## src/rtl/rtc_cal_pkg.sv

```systemverilog
package rtc_cal_pkg;
    localparam int BCD_W = 8;
    localparam int NREG  = 7;

    localparam int SEL_SEC   = 0;
    localparam int SEL_MIN   = 1;
    localparam int SEL_HOUR  = 2;
    localparam int SEL_WDAY  = 3;
    localparam int SEL_DATE  = 4;
    localparam int SEL_MONTH = 5;
    localparam int SEL_YEAR  = 6;

    typedef struct packed {
        logic [NREG-1:0][BCD_W-1:0] r;
    } cal_state_t;
endpackage

```

## src/rtl/bcd_step.sv

```systemverilog
module bcd_step #(
    parameter int W = 8
) (
    input  logic         en_i,
    input  logic [W-1:0] cur_i,
    input  logic [W-1:0] lo_i,
    input  logic [W-1:0] hi_i,
    output logic [W-1:0] nxt_o,
    output logic         wrap_o
);
    logic at_top;

    always_comb begin
        at_top = (cur_i >= hi_i);
        wrap_o = en_i & at_top;
        if (!en_i) begin
            nxt_o = cur_i;
        end else if (at_top) begin
            nxt_o = lo_i;
        end else if (cur_i[3:0] >= 4'd9) begin
            nxt_o = cur_i;
            nxt_o[3:0] = 4'd0;
            nxt_o[7:4] = cur_i[7:4] + 4'd1;
        end else begin
            nxt_o = cur_i + W'(1);
        end
    end
endmodule

```

## src/rtl/month_days.sv

```systemverilog
module month_days #(
    parameter int W = 8
) (
    input  logic [W-1:0] month_i,
    input  logic [W-1:0] year_i,
    output logic [W-1:0] last_day_o
);
    logic [1:0] mod4;
    logic       leap;

    always_comb begin
        // tens*10 + ones is a multiple of 4 exactly when 2*tens + ones is
        mod4 = {year_i[4], 1'b0} + year_i[1:0];
        leap = (mod4 == 2'd0);
        unique case (month_i)
            W'(8'h02):                                  last_day_o = leap ? W'(8'h29) : W'(8'h28);
            W'(8'h04), W'(8'h06), W'(8'h09), W'(8'h11): last_day_o = W'(8'h30);
            default:                                    last_day_o = W'(8'h31);
        endcase
    end
endmodule

```

## src/rtl/rtc_bcd_calendar.sv

```systemverilog
module rtc_bcd_calendar
    import rtc_cal_pkg::*;
#(
    parameter logic [7:0] DOW_FIRST = 8'h01,
    parameter logic [7:0] DOW_LAST  = 8'h07
) (
    input  logic       clk,
    input  logic       rst_n,
    input  logic       tick_i,
    input  logic       wr_en_i,
    input  logic [2:0] wr_sel_i,
    input  logic [7:0] wr_data_i,
    output logic [7:0] sec_o,
    output logic [7:0] min_o,
    output logic [7:0] hour_o,
    output logic [7:0] wday_o,
    output logic [7:0] date_o,
    output logic [7:0] month_o,
    output logic [7:0] year_o
);
    cal_state_t st_d, st_q;

    logic                 halt_q;
    logic                 run_d;
    logic                 sel_ok;
    logic [BCD_W-1:0]     mlen_d;
    logic [NREG-1:0]      en_d;
    logic [NREG-1:0]      wrap_d;
    logic [BCD_W-1:0]     lo_d   [NREG];
    logic [BCD_W-1:0]     hi_d   [NREG];
    logic [BCD_W-1:0]     cur_d  [NREG];
    logic [BCD_W-1:0]     nxt_d  [NREG];

    assign halt_q = st_q.r[SEL_SEC][7];
    assign sel_ok = (int'(wr_sel_i) < NREG);
    assign run_d  = tick_i & ~wr_en_i & ~halt_q;

    month_days #(.W(BCD_W)) u_mdays (
        .month_i    (st_q.r[SEL_MONTH]),
        .year_i     (st_q.r[SEL_YEAR]),
        .last_day_o (mlen_d)
    );

    // carry chain: day of week and date both advance on the hour wrap
    assign en_d[SEL_SEC]   = run_d;
    assign en_d[SEL_MIN]   = wrap_d[SEL_SEC];
    assign en_d[SEL_HOUR]  = wrap_d[SEL_MIN];
    assign en_d[SEL_WDAY]  = wrap_d[SEL_HOUR];
    assign en_d[SEL_DATE]  = wrap_d[SEL_HOUR];
    assign en_d[SEL_MONTH] = wrap_d[SEL_DATE];
    assign en_d[SEL_YEAR]  = wrap_d[SEL_MONTH];

    always_comb begin
        lo_d[SEL_SEC]   = 8'h00;  hi_d[SEL_SEC]   = 8'h59;
        lo_d[SEL_MIN]   = 8'h00;  hi_d[SEL_MIN]   = 8'h59;
        lo_d[SEL_HOUR]  = 8'h00;  hi_d[SEL_HOUR]  = 8'h23;
        lo_d[SEL_WDAY]  = DOW_FIRST; hi_d[SEL_WDAY] = DOW_LAST;
        lo_d[SEL_DATE]  = 8'h01;  hi_d[SEL_DATE]  = mlen_d;
        lo_d[SEL_MONTH] = 8'h01;  hi_d[SEL_MONTH] = 8'h12;
        lo_d[SEL_YEAR]  = 8'h00;  hi_d[SEL_YEAR]  = 8'h99;
        for (int i = 0; i < NREG; i++) begin
            cur_d[i] = st_q.r[i];
        end
        cur_d[SEL_SEC][7] = 1'b0;
    end

    for (genvar g = 0; g < NREG; g++) begin : g_step
        bcd_step #(.W(BCD_W)) u_step (
            .en_i   (en_d[g]),
            .cur_i  (cur_d[g]),
            .lo_i   (lo_d[g]),
            .hi_i   (hi_d[g]),
            .nxt_o  (nxt_d[g]),
            .wrap_o (wrap_d[g])
        );
    end

    always_comb begin
        st_d = st_q;
        if (wr_en_i) begin
            if (sel_ok) begin
                st_d.r[wr_sel_i] = wr_data_i;
            end
        end else begin
            for (int i = 0; i < NREG; i++) begin
                st_d.r[i] = nxt_d[i];
            end
            st_d.r[SEL_SEC][7] = halt_q;
        end
    end

    always_ff @(posedge clk or negedge rst_n) begin
        if (!rst_n) begin
            st_q <= '0;
            st_q.r[SEL_WDAY]  <= DOW_FIRST;
            st_q.r[SEL_DATE]  <= 8'h01;
            st_q.r[SEL_MONTH] <= 8'h01;
        end else begin
            st_q <= st_d;
        end
    end

    assign sec_o   = st_q.r[SEL_SEC];
    assign min_o   = st_q.r[SEL_MIN];
    assign hour_o  = st_q.r[SEL_HOUR];
    assign wday_o  = st_q.r[SEL_WDAY];
    assign date_o  = st_q.r[SEL_DATE];
    assign month_o = st_q.r[SEL_MONTH];
    assign year_o  = st_q.r[SEL_YEAR];

    for (genvar a = 0; a < NREG; a++) begin : g_ast_load
        AST_WRITE_STORED: assert property (@(posedge clk) disable iff (!rst_n)
            (wr_en_i && int'(wr_sel_i) == a) |=> st_q.r[a] == $past(wr_data_i));
    end

    AST_WRITE_BEATS_TICK: assert property (@(posedge clk) disable iff (!rst_n)
        (wr_en_i && tick_i && wr_sel_i != 3'(SEL_SEC)) |=> $stable(st_q.r[SEL_SEC]));

    AST_STOP_HOLDS: assert property (@(posedge clk) disable iff (!rst_n)
        (!wr_en_i && halt_q) |=> $stable(st_q));

    AST_IDLE_HOLDS: assert property (@(posedge clk) disable iff (!rst_n)
        (!wr_en_i && !tick_i) |=> $stable(st_q));

    AST_BAD_SEL_HOLDS: assert property (@(posedge clk) disable iff (!rst_n)
        (wr_en_i && !sel_ok) |=> $stable(st_q));

    AST_MIN_NO_EARLY_CARRY: assert property (@(posedge clk) disable iff (!rst_n)
        (run_d && st_q.r[SEL_SEC][6:0] < 7'h59) |=> $stable(st_q.r[SEL_MIN]));

    AST_MIDNIGHT_ZERO: assert property (@(posedge clk) disable iff (!rst_n)
        (run_d && st_q.r[SEL_SEC] == 8'h59 && st_q.r[SEL_MIN] == 8'h59 && st_q.r[SEL_HOUR] == 8'h23)
        |=> (st_q.r[SEL_HOUR] == 8'h00 && st_q.r[SEL_MIN] == 8'h00 && st_q.r[SEL_SEC] == 8'h00));
endmodule

```

## config.mk

```make
export PLATFORM = sky130hd
export DESIGN_NAME = rtc_bcd_calendar
export DESIGN_NICKNAME = d
export VERILOG_FILES = /design/src/rtl/rtc_cal_pkg.sv /design/src/rtl/bcd_step.sv /design/src/rtl/month_days.sv /design/src/rtl/rtc_bcd_calendar.sv
export SDC_FILE = /design/constraint.sdc
export NUM_CORES = 1
export LEC_CHECK = 0
export ABC_AREA = 1
export BUFFER_PORTS_ARGS = -buffer_cell sky130_fd_sc_hd__buf_2
export CELL_PAD_IN_SITES_DETAIL_PLACEMENT = 1
export CELL_PAD_IN_SITES_GLOBAL_PLACEMENT = 2
export CORE_ASPECT_RATIO = 1.75
export CORE_UTILIZATION = 34
export DETAILED_ROUTE_END_ITERATION = 6
export GPL_ROUTABILITY_DRIVEN = 0
export PLACE_DENSITY = 0.91
export SYNTH_ARGS = -nofsm -noshare
export SYNTH_HDL_FRONTEND = slang
export SYNTH_SLANG_ARGS = --single-unit
```

## constraint.sdc

```tcl
create_clock -name clk -period 7.7 [get_ports clk]
set_input_delay 0.77 -clock clk [delete_from_list [all_inputs] [get_ports clk]]
set_output_delay 0.77 -clock clk [all_outputs]
set_load 0.02 [all_outputs]
```

==> results of run 1 <==
[metal layers]
| layer | share of wire | GRT usage |
|---|---|---|
| met5 | 0 | 0 |
| met4 | 0.042 | 0.115 |
| met3 | 0.027 | 0.0230 |
| met2 | 0.56 | 0.447 |
| met1 | 0.37 | 0.226 |
[worst min-delay path, delay by kind of cell (launching register included)]
| kind | cells | cell delay [ps] |
|---|---|---|
| DFF | 1 | 370 |
| and+or+nand+nor | 2 | 120 |
[power breakdown]
part           leakage [nW]  switching, mW  internal, mW
Clock                0.0808          0.112         0.154
Sequential            0.725         0.0985         0.363
Combinational          1.89          0.366         0.189
Total                  2.70          0.576         0.706
[logic make-up after synthesis]
| logic type | after synthesis | share of synthesized area |
|---|---|---|
| and+or+nand+nor | 305 | 0.306 |
| buffers and inverters | 99 | 0.0893 |
| xor gates and xnor gates | 13 | 0.0265 |
| adders and majority gates | 41 | 0.119 |
| DFF | 56 | 0.327 |
| AOI/OAI and AO/OA | 97 | 0.132 |
[through the flow]
step | utilization | setup slack, ps | instance area [um2] | total power [mW]
final | 0.404 | 4770 | 5000 | 1.28
after global routing | 0.404 | 4520 | 5000 | 1.38
after CTS | 0.404 | 4790 | 5000 | 1.30
after detailed placement | 0.391 | 4810 | 4830 | 1.03
after global placement | 0.391 | 4970 | 4830 | 1.00
after floorplan | - | 5110 | 4300 | 0.823
[sequential cells by signal, indices dropped and copies added (netlist names)]
signal   cells
month_o      8
hour_o       8
year_o       8
min_o        8
date_o       8
sec_o        8
wday_o       8
[area by class of cell]
cell class	count	area (um2)
Fill cell	1619	7370
Timing Repair Buffer	71	358
Clock inverter	2	35.0
Sequential cell	56	1410
Multi-Input combinational cell	456	2510
Clock buffer	6	129
Inverter	93	349
Tap cell	168	210
[layout by cell type (no fill, tap or decap), drive strengths merged, types with 3 or more instances in the layout]
cell,count
inv,91
nand3,55
nand4,11
nand2,188
clkbuf,6
nor2,36
o21a,3
o22ai,10
o221ai,4
o211ai,3
xor2,10
xnor2,3
dfstp,3
buf,71
a21oi,15
a22oi,5
ha,41
nor3,7
clkinv,3
nand3b,3
dfrtp,53
o21ai,52
[worst min path at each step]
stage | slack (ps) | depth (start not counted) | startpoint | endpoint
2_1_floorplan | 470 | 0 | rst_n | date_o[1]$_DFFE_PN0P_
3_3_place_gp | 500 | 2 | hour_o[6]$_DFFE_PN0P_ | hour_o[6]$_DFFE_PN0P_
3_5_place_dp | 520 | 2 | hour_o[6]$_DFFE_PN0P_ | hour_o[6]$_DFFE_PN0P_
4_1_cts | 530 | 2 | hour_o[6]$_DFFE_PN0P_ | hour_o[6]$_DFFE_PN0P_
5_1_grt | 550 | 2 | date_o[0]$_DFFE_PN1P_ | date_o[0]$_DFFE_PN1P_
6_report | 520 | 2 | hour_o[6]$_DFFE_PN0P_ | hour_o[6]$_DFFE_PN0P_
==> summary.md, run 1 <==
| Metric | Value |
|---|---|
| Status | finished clean |
| Most used DFF post-synth | dfrtp_1 |
| Final net count | 739 |
| Synth Cell Area | 0.00430 mm2 |
| Synth top area cells | dfrtp_1 31%, nand2_1 16%, ha_1 12% |
| Register area share after synthesis | 0.327 |
| Core ar. | 0.0124 mm2 |
| Critical R2R Launch | month_o[0]$_DFFE_PN1P_ |
| Cells after Synth | 611 |
| Clk sink count | 56 |
| Clock latency on the worst-skew pair | 300 ps |
| Fraction of the cycle the final worst path needs | 0.381 |
| Avg Cell Area, Syn | 7.04 um2 |
| DRC viols | 0 |
| Worst min-delay path class | register to register |
| R2R Path End | month_o[4]$_DFFE_PN0P_ |
| Area grow syn2layout | 16.2% |
| Post-Layout Cell Count | 852 |
| CP max stage cell | dfstp_2 |
| FFs w/ async S/R, synth | 1.00 |
| Hold buffers post-CTS | 0 |
| Top cells by count, synth | 181 x nand2_1, 78 x inv_1, 53 x dfrtp_1, 53 x nand3_1, 42 x o21ai_0 |
| Min Clock Period, post-route | 2930 ps |
| Least-Margin Pin Slew | 769 ps |
| CP max stage delay | 590 ps |
| Total Routing Usage GR | 0.226 |
| Clock root buffer | clkbuf_16 |
| Critical Path AT | 3110 ps |
| Synth area leader | dfrtp_1 |
| # IOs | 71 |
| Share of layout cells above drive strength 1 | 0.159 |
| Setup TNS | 0 ps |
| R2r worst-path depth | 15 |
| ANT nets after route | 0 |
| Total Routed Length | 14100 um |
| Yosys cell types | 41 |
| Pre-Repair DR Iteration Count | 4 |
| HPWL after DPL | 11300 um |
| Clock-pin slew on the worst setup and hold paths | 70 ps |
| #FFs+latches synth | 56 |
| Critical path destination | month_o[4]$_DFFE_PN0P_ |
| Rows | 54 |
| EDFF count, synth | 0 |
| Vias/cell | 5.19 |
| Most common cell in the netlist | nand2_1 |
| Reg2reg setup slack | 4770 ps |
| CTS-repair resized insts | 0 |
| Max Root-Sink Buffers | 2 |
| Die area | 0.0131 mm2 |
| Critical path class | register to register |
| Buf+Inv Stages, Crit Path | 2 |
| CTS tree | yes |
| Nature of the critical path endpoint | register |
| Grt ovf | 0 |
| Worst Skew | 9.07 ps |
| Die extent in y | 151 um |
| Power per cell area | 257 mW/mm2 |
| Startpoint types | register |
| Ys Warns | 0 |
| Worst IR Drop VDD | 0.0946 mV |
| Critical Path RT | 7880 ps |
| Final hold slack | 524 ps |
| Final Setup Violations | 0 |
| Post-CTS Setup Bufs | 0 |
| Yosys top cell area share | 0.308 |
| Synthesized Nets | 667 |
| Max Cap Violations | 0 |
| Final hold vios | 0 |
| Vias post-DR | 4419 |
| Max Clock Freq | 341 MHz |
| Initial core utilization | 0.348 |
| Initial drt markers | 151 |
| IO buf count | 70 |
| Initial antenna violation count | 0 |
| Delay-heaviest family, CP | simple AND/OR/NAND/NOR gates |
| RSZ-0062 raised after global routing | no |
| First-pass GRT wire length | 22600 um |
| Antenna diode count | 0 |
| WP depth | 15 |
| Drt wl/cell | 16.5 um |
| Critical Path, Cell by Cell | inv_1 -> ha_1 -> o21ai_0 -> o21ai_0 -> a32oi_1 -> nand4_1 -> inv_1 -> ha_1 -> and3_1 -> nand2_1 -> nand3_2 -> nand2_2 -> nand2_1 -> nor2_1 -> a21oi_1 |
| Largest net degree at the start of global routing | 57 |
| Chip width | 87 um |
| Slew headroom | 0.487 |
| CTS Buf Count | 5 |
| CP Max Fanout | 11 |
| Pins Over Slew Limit | 0 |
| Placed instance count | 844 |
| H-tree Lvls | 2 |
| Vias in the first global route | 4609 |
| Leak | 2.70 nW |
| Critical path origin | month_o[0]$_DFFE_PN1P_ |
Note: power is estimated with default switching activity, not from simulation.
==> run 2, diff against run 1 <==
--- a/config.mk
+++ b/config.mk
@@ -10,10 +10,10 @@
 export CELL_PAD_IN_SITES_DETAIL_PLACEMENT = 1
 export CELL_PAD_IN_SITES_GLOBAL_PLACEMENT = 2
 export CORE_ASPECT_RATIO = 1.75
-export CORE_UTILIZATION = 34
+export CORE_UTILIZATION = 29
 export DETAILED_ROUTE_END_ITERATION = 6
 export GPL_ROUTABILITY_DRIVEN = 0
-export PLACE_DENSITY = 0.91
+export PLACE_DENSITY = 0.83
 export SYNTH_ARGS = -nofsm -noshare
 export SYNTH_HDL_FRONTEND = slang
 export SYNTH_SLANG_ARGS = --single-unit
==> constraint.sdc (replaced) <==
create_clock -name clk -period 2.43 [get_ports clk]
set_input_delay 0.243 -clock clk [delete_from_list [all_inputs] [get_ports clk]]
set_output_delay 0.243 -clock clk [all_outputs]
set_load 0.02 [all_outputs]
==> summary.md, run 2 (same netlist as run 1, synthesis figures left out) <==
| Metric | Value |
|---|---|
| Max Clock Freq | 401 MHz (+18%) |
| Critical Path RT | 2630 ps (-5250 ps) |
| Setup TNS | -356 ps (-356 ps) |
| Power per cell area | 788 mW/mm2 (+210%) |
| Status | complete, but fails checks |
| Final hold vios | 0 (unchanged) |
| IO buf count | 70 (unchanged) |
| Pre-Repair DR Iteration Count | 4 (unchanged) |
| Final net count | 763 (+3.2%) |
| Clk sink count | 56 (unchanged) |
| Worst IR Drop VDD | 0.302 mV (+220%) |
| DRC viols | 0 (unchanged) |
| H-tree Lvls | 2 (unchanged) |
| Layout Utilization | 0.370 (-0.0337) |
| Worst Skew | 5.71 ps (-3.36 ps) |
| Pwr Total | 4.21 mW (+230%) |
| First-pass GRT wire length | 24100 um (+6.5%) |
| # IOs | 71 (unchanged) |
| R2R Path End | year_o[6]$_DFFE_PN0P_ |
| Commonest non-fill, non-tap cells in the layout | 172 x nand2_1, 76 x inv_1, 70 x buf_2, 52 x dfrtp_1, 48 x nand3_1 |
| Final worst setup slack | -61.9 ps (-4830 ps) |
| Fraction of the cycle the final worst path needs | 1.03 (+0.645) |
| Max Cap Violations | 0 (unchanged) |
| Placed Area | 0.00504 mm2 (+4.2%) |
| Leak | 2.85 nW (+5.6%) |
| Layout fillers | 1828 (+13%) |
| Critical Path AT | 2690 ps (-420 ps) |
| Hold buffers post-CTS | 0 (unchanged) |
| Nature of the critical path endpoint | register |
| Design area | 0.00535 mm2 (+7.1%) |
| R2r worst-path depth | 17 (+2) |
| Initial drt markers | 113 (-25%) |
| Core ar. | 0.0144 mm2 (+17%) |
| Share of layout cells above drive strength 1 | 0.220 (+0.0610) |
| Grt ovf | 0 (unchanged) |
| CP Max Fanout | 8 (-3) |
| Vias/cell | 5.04 (-2.9%) |
| Vias in the first global route | 4781 (+3.7%) |
| RSZ-0062 raised after global routing | yes |
| Slew headroom | 0.473 (-0.0147) |
| Pins Over Slew Limit | 0 (unchanged) |
| Initial core utilization | 0.298 (-0.0500) |
| Total Routed Length | 14900 um (+5.5%) |
| Final Setup Violations | 8 (+8) |
| Rows | 58 (+7.4%) |
| Max Root-Sink Buffers | 2 (unchanged) |
| Final hold slack | 95.2 ps (-429 ps) |
| Drt wl/cell | 16.7 um (+1.2%) |
| Die area | 0.0153 mm2 (+17%) |
| Antenna diode count | 0 (unchanged) |
| Post-Layout Cell Count | 888 (+4.2%) |
| ANT nets after route | 0 (unchanged) |
| Clock root buffer | clkbuf_16 |
| Least-Margin Pin Slew | 791 ps (+22.0 ps) |
| Placed instance count | 877 (+3.9%) |
| Clock latency on the worst-skew pair | 300 ps (about the same) |
| DP Worst Slack | -106 ps (-4920 ps) |
| Min Clock Period, post-route | 2490 ps (-438 ps) |
| Most common cell after layout, fill and taps aside | nand2_1 |
| Startpoint types | register |
| Total Routing Usage GR | 0.202 (-0.0241) |
| HPWL after DPL | 11900 um (+5.1%) |
| Vias post-DR | 4472 (+1.2%) |
| Violated checks | negative setup slack |
| CTS Buf Count | 5 (unchanged) |
| Reg2reg setup slack | -60 ps (-4830 ps) |
| Clock-pin slew on the worst setup and hold paths | 70 ps (about the same) |
| Chip width | 94.0 um (+8.1%) |
| Largest net degree at the start of global routing | 57 (unchanged) |
| Initial antenna violation count | 1 (+1) |
| Critical R2R Launch | month_o[0]$_DFFE_PN1P_ |
| CTS tree | yes |
| Area grow syn2layout | 24.4% |
| Critical path class | register to register |
| Worst min-delay path class | input pin to asynchronous set/reset pin |
| Die extent in y | 163 um (+8.2%) |
[run 2: cell count changes in the layout (fill, tap and decap cells not counted), moves of 3 or more]
cell	change
buf_4	+21
nand2_1	-9
o21ai_0	-7
nand3_1	-5
o21ai_1	+5
nand2_2	+4
nand2_4	+4
nand3_2	+3
[run 2: worst max path at each step]
stage / start / endpoint / slack, ps / cells after the start
3_3_place_gp: month_o[0]$_DFFE_PN1P_ / year_o[1]$_DFFE_PN0P_ / -40 / 16
4_1_cts: month_o[0]$_DFFE_PN1P_ / year_o[1]$_DFFE_PN0P_ / -20 / 16
3_5_place_dp: month_o[0]$_DFFE_PN1P_ / year_o[5]$_DFFE_PN0P_ / -110 / 16
2_1_floorplan: month_o[0]$_DFFE_PN1P_ / month_o[1]$_DFFE_PN0P_ / -2 / 16
5_1_grt: month_o[0]$_DFFE_PN1P_ / year_o[2]$_DFFE_PN0P_ / -270 / 17
6_report: month_o[0]$_DFFE_PN1P_ / year_o[6]$_DFFE_PN0P_ / -60 / 17
[run 2: timing repair]
item / in CTS / in global routing
pin swaps: 7 / 5
resized for setup: 23 / 13
cloned: 1 / 0
setup endpoints to repair: 20 / 23
buffers inserted: 1 / 1
[run 2: final cells by class]
type	count	area [um2]	area share
inverter	93	352	0.0657
clock buffer	8	156	0.0292
sequential	56	1410	0.263
timing repair buffer	94	538	0.101
multi-input combinational	457	2670	0.499
tap	180	225	0.0421
[run 2: critical path, stage by stage, from the launching register on]
cell and delay, ps:
dfstp_2 590, buf_6 110, ha_1 140, inv_1 70, nor2_1 100, a32oi_1 110, nand2_1 70, o21ai_1 60
ha_1 270, nand2_1 50, nor2_1 170, nand2_4 70, nand3_4 100, nand3_4 120, nand2_8 130, nand2_8 90
nand2_1 90, nand2_1 50
[run 2: report_power, final]
group | internal, mW | total [mW] | switching [mW] | leakage [nW]
clock network | 0.441 | 0.797 | 0.356 | 0.0772
logic | 0.717 | 1.97 | 1.25 | 2.05
registers | 1.15 | 1.45 | 0.296 | 0.724
total | 2.31 | 4.21 | 1.90 | 2.85
[run 2: routing by layer]
| layer | track usage | share of wire | vias up |
|---|---|---|---|
| li1 | - | - | 2178 |
| met5 | 0 | 0.00094 | - |
| met3 | 0.0191 | 0.019 | 24 |
| met1 | 0.213 | 0.39 | 2199 |
| met2 | 0.398 | 0.57 | 69 |
| met4 | 0.0776 | 0.027 | 2 |
